`config.mk`:
```
export PLATFORM = sky130hd
export DESIGN_NAME = gpio16_irq_ctrl
export DESIGN_NICKNAME = d
export VERILOG_FILES = /design/src/rtl/gpio16_irq_ctrl.sv
export SDC_FILE = /design/constraint.sdc
export NUM_CORES = 1
export LEC_CHECK = 0
export BUFFER_PORTS_ARGS = -buffer_cell sky130_fd_sc_hd__buf_4
export CORE_ASPECT_RATIO = 0.5
export CORE_MARGIN = 10
export CORE_UTILIZATION = 58
export CTS_CLUSTER_DIAMETER = 50
export DETAILED_ROUTE_END_ITERATION = 6
export MAX_ROUTING_LAYER = met4
export PLACE_DENSITY = 0.8
export SYNTH_ARGS = -nofsm -noshare
export SYNTH_HDL_FRONTEND = slang
export SYNTH_SLANG_ARGS = --single-unit
```
`constraint.sdc`:
```
create_clock -name clk -period 1.64 [get_ports clk]
set_input_delay 0.082 -clock clk [delete_from_list [all_inputs] [get_ports clk]]
set_output_delay 0.082 -clock clk [all_outputs]
set_load 0.01 [all_outputs]
```
`src/rtl/gpio16_irq_ctrl.sv`:
```
module gpio16_irq_ctrl (
  input  logic        clk,
  input  logic        rst_n,
  input  logic        bus_sel,
  input  logic        bus_wr,
  input  logic [2:0]  bus_addr,
  input  logic [31:0] bus_wdata,
  output logic [31:0] bus_rdata,
  input  logic [15:0] pin_in,
  output logic [15:0] pin_out,
  output logic [15:0] pin_oe,
  output logic [12:0] line_irq,
  output logic        irq_any
);
  localparam logic [31:0] CCTL_MASK = 32'h01FF_01FF;

  logic [15:0] dout_q, dir_q, stat_q, sync1, sync2, prev_q;
  logic [23:0] sty_lo, sty_hi;
  logic [31:0] cctl_q, spare_q;
  logic [15:0] hit, edge_mask, rsv_mask, clr_vec;
  logic [1:0]  gclk;
  logic        wr;

  assign wr      = bus_sel & bus_wr;
  assign clr_vec = (wr && bus_addr == 3'd3) ? bus_wdata[15:0] : 16'h0;

  always_ff @(posedge clk or negedge rst_n) begin
    if (!rst_n) begin
      dout_q  <= '0;
      dir_q   <= '1;
      sty_lo  <= '0;
      sty_hi  <= '0;
      cctl_q  <= '0;
      spare_q <= '0;
    end else if (wr) begin
      case (bus_addr)
        3'd0: dout_q  <= bus_wdata[15:0];
        3'd1: dir_q   <= bus_wdata[15:0];
        3'd4: sty_lo  <= bus_wdata[23:0];
        3'd5: sty_hi  <= bus_wdata[23:0];
        3'd6: cctl_q  <= bus_wdata & CCTL_MASK;
        3'd7: spare_q <= bus_wdata;
        default: ;
      endcase
    end
  end

  always_ff @(posedge clk or negedge rst_n) begin
    if (!rst_n) begin
      sync1  <= '0;
      sync2  <= '0;
      prev_q <= '0;
      stat_q <= '0;
    end else begin
      sync1  <= pin_in;
      sync2  <= sync1;
      prev_q <= sync2;
      stat_q <= (stat_q & ~clr_vec) | hit;
    end
  end

  for (genvar i = 0; i < 16; i++) begin : g_line
    logic [2:0] code;
    assign code = (i < 8) ? sty_lo[3*(i%8) +: 3] : sty_hi[3*(i%8) +: 3];
    always_comb begin
      case (code)
        3'd0:    hit[i] = sync2[i];
        3'd1:    hit[i] = ~sync2[i];
        3'd2:    hit[i] = sync2[i] & ~prev_q[i];
        3'd3:    hit[i] = ~sync2[i] & prev_q[i];
        3'd4:    hit[i] = sync2[i] ^ prev_q[i];
        default: hit[i] = 1'b0;
      endcase
    end
    assign edge_mask[i] = (code == 3'd2) || (code == 3'd3) || (code == 3'd4);
    assign rsv_mask[i]  = code > 3'd4;
  end

  for (genvar g = 0; g < 2; g++) begin : g_clk
    logic [3:0] cnt;
    logic [3:0] dc, tc;
    assign dc = cctl_q[16*g +: 4];
    assign tc = cctl_q[16*g+4 +: 4];
    always_ff @(posedge clk or negedge rst_n) begin
      if (!rst_n)         cnt <= '0;
      else if (cnt >= tc) cnt <= '0;
      else                cnt <= cnt + 4'd1;
    end
    assign gclk[g] = (cnt <= dc);
  end

  assign pin_out = {cctl_q[24] ? gclk[1] : dout_q[15],
                    cctl_q[8]  ? gclk[0] : dout_q[14],
                    dout_q[13:0]};
  assign pin_oe  = {~dir_q[15] | cctl_q[24], ~dir_q[14] | cctl_q[8], ~dir_q[13:0]};
  assign line_irq = stat_q[12:0];
  assign irq_any  = |stat_q;

  always_comb begin
    case (bus_addr)
      3'd0:    bus_rdata = {16'h0, dout_q};
      3'd1:    bus_rdata = {16'h0, dir_q};
      3'd2:    bus_rdata = {16'h0, sync2};
      3'd3:    bus_rdata = {16'h0, stat_q};
      3'd4:    bus_rdata = {8'h0, sty_lo};
      3'd5:    bus_rdata = {8'h0, sty_hi};
      3'd6:    bus_rdata = cctl_q;
      default: bus_rdata = spare_q;
    endcase
  end

  assert_oe_follows_dir_R3: assert property (@(posedge clk) disable iff (!rst_n)
    (wr && bus_addr == 3'd1) |=> (pin_oe[13:0] == ~$past(bus_wdata[13:0])));

  assert_clear_takes_R8: assert property (@(posedge clk) disable iff (!rst_n)
    (wr && bus_addr == 3'd3) |=> ((stat_q & $past(bus_wdata[15:0]) & ~$past(hit)) == 16'h0));

  assert_reserved_silent_R7: assert property (@(posedge clk) disable iff (!rst_n)
    1'b1 |=> ((stat_q & ~$past(stat_q) & $past(rsv_mask)) == 16'h0));

  assert_edge_sticky_R9: assert property (@(posedge clk) disable iff (!rst_n)
    1'b1 |=> (($past(stat_q & edge_mask & ~clr_vec) & ~stat_q) == 16'h0));

  assert_input_delay_R4: assert property (@(posedge clk) disable iff (!rst_n)
    1'b1 |=> (sync2 == $past(sync1)));
endmodule

```
; ---- After elaboration in Yosys (flattened, before gate mapping)
; Index checks and enable logic that the tools add are counted.
[totals]
ff_bits = 202
in_bits = 55
out_inout_bits = 78
wordCells = 225
[op_classes]
bitwise_logic = 89
magnitude_cmp = 4
muxes = 22
eq_ne = 71
reduce_logical = 25
n_addsub = 2
[op_table]
columns = op, n
row1 = 32-bit case mux with 7 select lines, 1
row2 = "3-bit by 2-bit == test with 1-bit output, second input constant", 34
row3 = 1-bit case mux with 5 select lines, 16
row4 = "3-bit == test, second input constant", 20
row5 = "3-bit by 1-bit == test with 1-bit output, second input constant", 17
row6 = 3-bit zero test, 17
row7 = 1-bit NOT, 34
row8 = 1-bit bitwise AND, 33
row9 = 16-bit bitwise AND, 1
row10 = 16-bit 2-to-1 mux, 1
row11 = 16-bit NOT, 1
row12 = 16-bit bitwise OR, 1
row13 = 16-bit OR reduction, 1
row14 = 1-bit bitwise XOR, 16
row15 = 14-bit NOT, 1
row16 = 2-bit AND reduction, 6
row17 = "4-bit by 1-bit adder with 4-bit output, second input constant", 2
row18 = 4-bit >= comparator, 2
row19 = 4-bit less-or-equal comparator, 2
row20 = 4-bit 2-to-1 mux, 2
row21 = 1-bit 2-to-1 mux, 2
row22 = 1-bit bitwise OR, 2
row23 = 1-bit logical AND, 1

; ---- Logic depth before layout (Yosys ltp)
[logic_depth]
word_depth = 6
ltp_mapped = 7
depth_no_buf = 6

; ---- Worst setup path after synthesis
; Ideal clock, no wire load.
[synth_timing]
path_kind = register to register
startpoint = reg g_clk[1].cnt[0]
endpoint = reg g_clk[1].cnt[2]
setup_ns = 0.094
period_less_slack_ns = 1.464
t_required_ns = 1.546
arrival_ns = 1.370
path_buffers = 0
slack_ns = 0.176
stages_incl_launch_ff = 7
cell_sequence = dfrtp_1 > inv_1 > ha_1 > nand2b_1 > a21o_1 > a21o_1 > a211oi_1
[synth_between]
elab_chain_cells = 2
word_cells_on_any_way = 3
cone_classes = 1 x add/sub / 1 x order compare / 1 x mux
[synth_lines]
columns = item, line_no
row1 = start: declaration, 80  ; logic [3:0] cnt;
row2 = start signal: assignment, 87  ; else cnt <= cnt + 4'd1;
row3 = 4-bit by 1-bit adder with 4-bit output / 4-bit >= comparator (equally long branches), "87, 86"
row4 = 4-bit 2-to-1 mux (*), 86  ; else if (cnt >= tc) cnt <= '0;
; Mark *: on every way between the ends. The rest lies on a longest branch, timed or not.
; A chain may end at the register's enable or synchronous reset.

; ---- Worst setup path in the final report
[layout_timing]
startpoint = reg g_clk[0].cnt[1]
endpoint = out pin_out[14]
[layout_between]
elab_chain_cells = 2
[layout_lines]
columns = item, line_no
row1 = start: declaration, 80
row2 = start signal: assignment, 87
row3 = 4-bit less-or-equal comparator, 89  ; assign gclk[g] = (cnt <= dc);
row4 = 1-bit 2-to-1 mux, 93  ; cctl_q[8] ? gclk[0] : dout_q[14],
row5 = end: declaration, 10  ; output logic [15:0] pin_out,
; Every way passes these cells.

==> impl_summary.md <==
Placed design
Summed over all nets, the half-perimeter wirelength after detailed placement is 19800 um. In this run the tool buffered the top-level ports with 132 buffer cells. The number of cells after detailed placement is 1203. The routability congestion estimate is 0.887. The post-detailed-placement cell area is 11600 um^2.

Global route
The remaining global-route overflow is 0. Global routing used 25.6% of the available tracks across all layers. The pin count of the biggest net entering global routing is 43.

The number of global-route vias before repair is 8426. The number of antenna violations at the first check in global routing is 1. The first global-routing pass estimated 47300 um of wire.

Detailed routing
In the routed design, unresolved DRC markers number 0. The routed layout has 7981 vias. The starting DRC count in detailed routing is 672. The vias per cell is 5.93. The count of antenna-violating nets left after detailed routing is 0.

The total wirelength of the detailed-routed design is 30900 um. The final routed wire length divided by cell count is 23.0 um. The first detailed-routing pass took 5 iterations.

Cells and area
From synthesis to final layout, the design area changed by 33.7%. The finished layout holds 1346 standard cells, fillers aside. The number of fill cells in the layout is 1010.

The final standard cell utilization of the core is 78.6%. The sequential cells in the finished layout cover a total of 5100 um^2. The post-route netlist has 43.7% of its cells at a drive strength greater than 1. The multi-input combinational cell area is 4760 um^2. The finished cells cover 13600 um^2. The final-stage net count is 1203.

Yosys
The post-synthesis net count is 958. The number of enable-type register cells in the synthesized netlist is 0. The dominant register cell in the synthesized netlist is sky130_fd_sc_hd__dfrtp_1. Yosys printed 0 warnings. Counting instances in the post-synthesis netlist gives the leading cell types as 186 x sky130_fd_sc_hd__dfrtp_1, 98 x sky130_fd_sc_hd__mux2_2, 64 x sky130_fd_sc_hd__inv_1, 58 x sky130_fd_sc_hd__nand2_1, 50 x sky130_fd_sc_hd__ha_1. Each instance of the synthesized netlist takes up on average 11.9 um^2. The cell area that synthesis handed to floorplanning was 10200 um^2. Counting every instance in the synthesized netlist gives 853. The top cell type by area accounts for 45.9% of the synthesized area. Summing the sequential cell areas from Yosys gives 50.0% of the chip area. In the synthesized netlist the async set-or-reset flop fraction comes to 100%. The total of flip-flops plus latches after synthesis is 202.

Yosys mapped the design onto 50 distinct sky130hd cell types. By area the synthesized netlist is led by sky130_fd_sc_hd__dfrtp_1 46%, sky130_fd_sc_hd__mux2_2 11%, sky130_fd_sc_hd__ha_1 6.2%. Of all cell types, the one taking the most synthesized area is sky130_fd_sc_hd__dfrtp_1. In the post-synthesis netlist, the cell with the most instances is sky130_fd_sc_hd__dfrtp_1.

STA
For the pin with the worst max-slew slack, the measured transition is 0.445 ns. The number of pins exceeding their max-slew limit in the final report is 0. Headroom to the max-slew limit came out at 69.9%. The highest clock frequency the design can meet is 0.483 GHz. Of the available clock period, the critical path in the final layout requires 126%.

Hold timing on the final database bottoms out at a slack of 0.0665 ns. The final clock skew is 0.0124 ns. In the post-route analysis, the smallest setup slack over all paths is -0.432 ns. The final period demand of the worst path is 2.07 ns. Setup repair after global routing could not meet its margin everywhere. Setup violations remaining at the end of the flow were counted as 27. The final-report hold violation count is 0.

Worst setup path
The critical path goes through ha_4 -> nor2b_4 -> o21a_1 -> o21ai_1 -> a221o_1 -> buf_6. In this run the critical register-to-register path is launched from cctl_q[4]. The required arrival time at the worst endpoint is 1.56 ns. STA classifies the critical path startpoint as a register. In this design, the largest share of critical-path delay is due to compound AO/OA/AOI/OAI gates. The largest single stage delay on the critical path is 0.42 ns.

The cell with the biggest individual delay on the critical path is sky130_fd_sc_hd__dfrtp_1. The buffering stage count on the worst path with inverters included is 1. The largest fanout on the critical path is 2. The element type at the critical path end is an output port. The source of the critical timing path is g_clk[0].cnt[1].

The class of the most critical setup path is register to output port. Data on the critical path arrives at its endpoint at 1.99 ns.

Status
The run finished, with violations left. The checks that failed: setup timing.

CTS
Counting along the longest clock path gives a buffer depth of 3. The tree built by TritonCTS fans out to 202 sinks. The clock edge transition at the registers on the reported setup and hold paths is 0.07 ns.

In this run the number of H-tree levels came out at 1. The later pin in the worst-skew pair is clocked with a latency of 0.50 ns. Buffers inserted during clock tree synthesis total 19. Clock tree synthesis selected as its root buffer the cell sky130_fd_sc_hd__clkbuf_16.

The clock tree from TritonCTS is yes.

Floorplanning
The die area is 23500 um^2. 133 I/O pins were placed. The y dimension of the die is 114 um. The initial utilization of the core area, before any placement, comes to 58.8%. The horizontal die dimension is 207 um.

After floorplanning, the core was divided into 34 placement rows. The area of the core region is 17300 um^2.

Power
The total leakage power is 0.00620 uW. The maximum VDD drop is 821 uV. Power spread over the standard cell area amounts to 1250 nW/um^2. Total power for the finished layout comes to 16900 uW.

Hold path
The classification of the worst-slack hold path is input port to asynchronous set/reset pin.

Flow run
The number of violations of the max-capacitance limit is 0.
==> state kept, by name, summed over array words and instances (netlist names) <==
signal and cells:
cctl_q 18, dir_q 16, dout_q 16, g_clk.cnt 8, prev_q 16, spare_q 32
stat_q 16, sty_hi 24, sty_lo 24, sync1 16, sync2 16
==> final timing paths <==
check | slack, ns | cells past startpoint | endpoint
worst max-delay path | -0.43 | 6 | pin_out[14]
worst min-delay path | 0.07 | 2 | spare_q[31]
worst max register to register | 0.07 | 5 | g_clk[0].cnt[1]
worst min register to register | 0.35 | 0 | sync2[14]
max in group asynchronous | 0.93 | 3 | dir_q[14]
min in group clk | 0.14 | 4 | dir_q[14]
==> timing repair <==
item	in CTS	in global routing
endpoints found under the hold margin	349	0
pin swaps	28	16
buffers inserted	52	8
resized for setup	75	35
endpoints found under the setup margin	27	35
hold buffers	49	0
==> stage by stage <==
| step | setup slack, ns | setup TNS, ns |
|---|---|---|
| after global routing | -0.468 | -5.18 |
| final | -0.432 | -4.11 |
| after detailed placement | -0.00258 | -0.00258 |
| after CTS | -0.440 | -3.83 |
| after global placement | 0.0753 | 0 |
| after floorplan | 0.176 | 0 |
==> kinds of logic after synthesis <==
logic type / Yosys count / share of synthesized area, %
simple gates: 166 / 8.36
buf+inv: 126 / 6.14
compound gates: 142 / 9.86
flops: 202 / 50.0
xor+xnor: 18 / 1.55
mux: 149 / 17.9
fa+ha+maj: 50 / 6.16
==> per-layer routing <==
metal | global-route usage, % | wire length (um) | up-vias
li1 | - | - | 3488
met5 | - | 0 | -
met4 | 7.01 | 828 | 0
met1 | 32.1 | 12800 | 4069
met3 | 5.16 | 2170 | 79
met2 | 41.7 | 15100 | 345
==> cell usage in the layout (no fill, tap or decap), types with 8 or more instances in the layout <==
cell,synthesis,routed
sky130_fd_sc_hd__dfstp_2,16,16
sky130_fd_sc_hd__and2_4,0,8
sky130_fd_sc_hd__mux2_2,98,92
sky130_fd_sc_hd__a211oi_1,28,19
sky130_fd_sc_hd__nor2_1,39,32
sky130_fd_sc_hd__buf_12,0,12
sky130_fd_sc_hd__ha_1,50,46
sky130_fd_sc_hd__nor2_2,3,9
sky130_fd_sc_hd__dfrtp_1,186,167
sky130_fd_sc_hd__nor4b_1,16,16
sky130_fd_sc_hd__dlygate4sd3_1,0,49
sky130_fd_sc_hd__xor2_1,16,16
sky130_fd_sc_hd__clkbuf_16,0,19
sky130_fd_sc_hd__mux2i_1,24,24
sky130_fd_sc_hd__mux2_4,10,16
sky130_fd_sc_hd__buf_6,1,22
sky130_fd_sc_hd__a211o_1,16,16
sky130_fd_sc_hd__mux4_2,12,12
sky130_fd_sc_hd__and2_1,16,8
sky130_fd_sc_hd__a211oi_2,0,9
sky130_fd_sc_hd__buf_4,30,202
sky130_fd_sc_hd__o21ai_0,35,31
sky130_fd_sc_hd__dfrtp_2,0,19
sky130_fd_sc_hd__inv_1,64,61
sky130_fd_sc_hd__nand2_1,58,58
==> area by class of cell <==
cell class | instances | share of cell area [%]
Sequential cell | 202 | 37.6
Multi-Input combinational cell | 525 | 35.1
Timing Repair Buffer | 286 | 18.5
Clock buffer | 26 | 3.99
Tap cell | 234 | 2.16
Inverter | 64 | 1.77
Clock inverter | 8 | 0.913
Antenna cell | 1 | 0.0184
==> where the power goes <==
| part | internal [uW] | switching, uW | leakage (uW) |
|---|---|---|---|
| sequential | 6000 | 839 | 0.00235 |
| combinational | 2890 | 2390 | 0.00353 |
| clock | 2800 | 2000 | 0.000321 |
==> worst reg2reg max path, stage by stage, from the launching register on <==
cell                       delay [ns]
sky130_fd_sc_hd__dfrtp_1         0.42
sky130_fd_sc_hd__ha_1            0.30
sky130_fd_sc_hd__nand2b_1        0.14
sky130_fd_sc_hd__a21o_1          0.17
sky130_fd_sc_hd__a21o_1          0.21
sky130_fd_sc_hd__a211oi_2        0.24
Power figures use the tool's default switching activity.
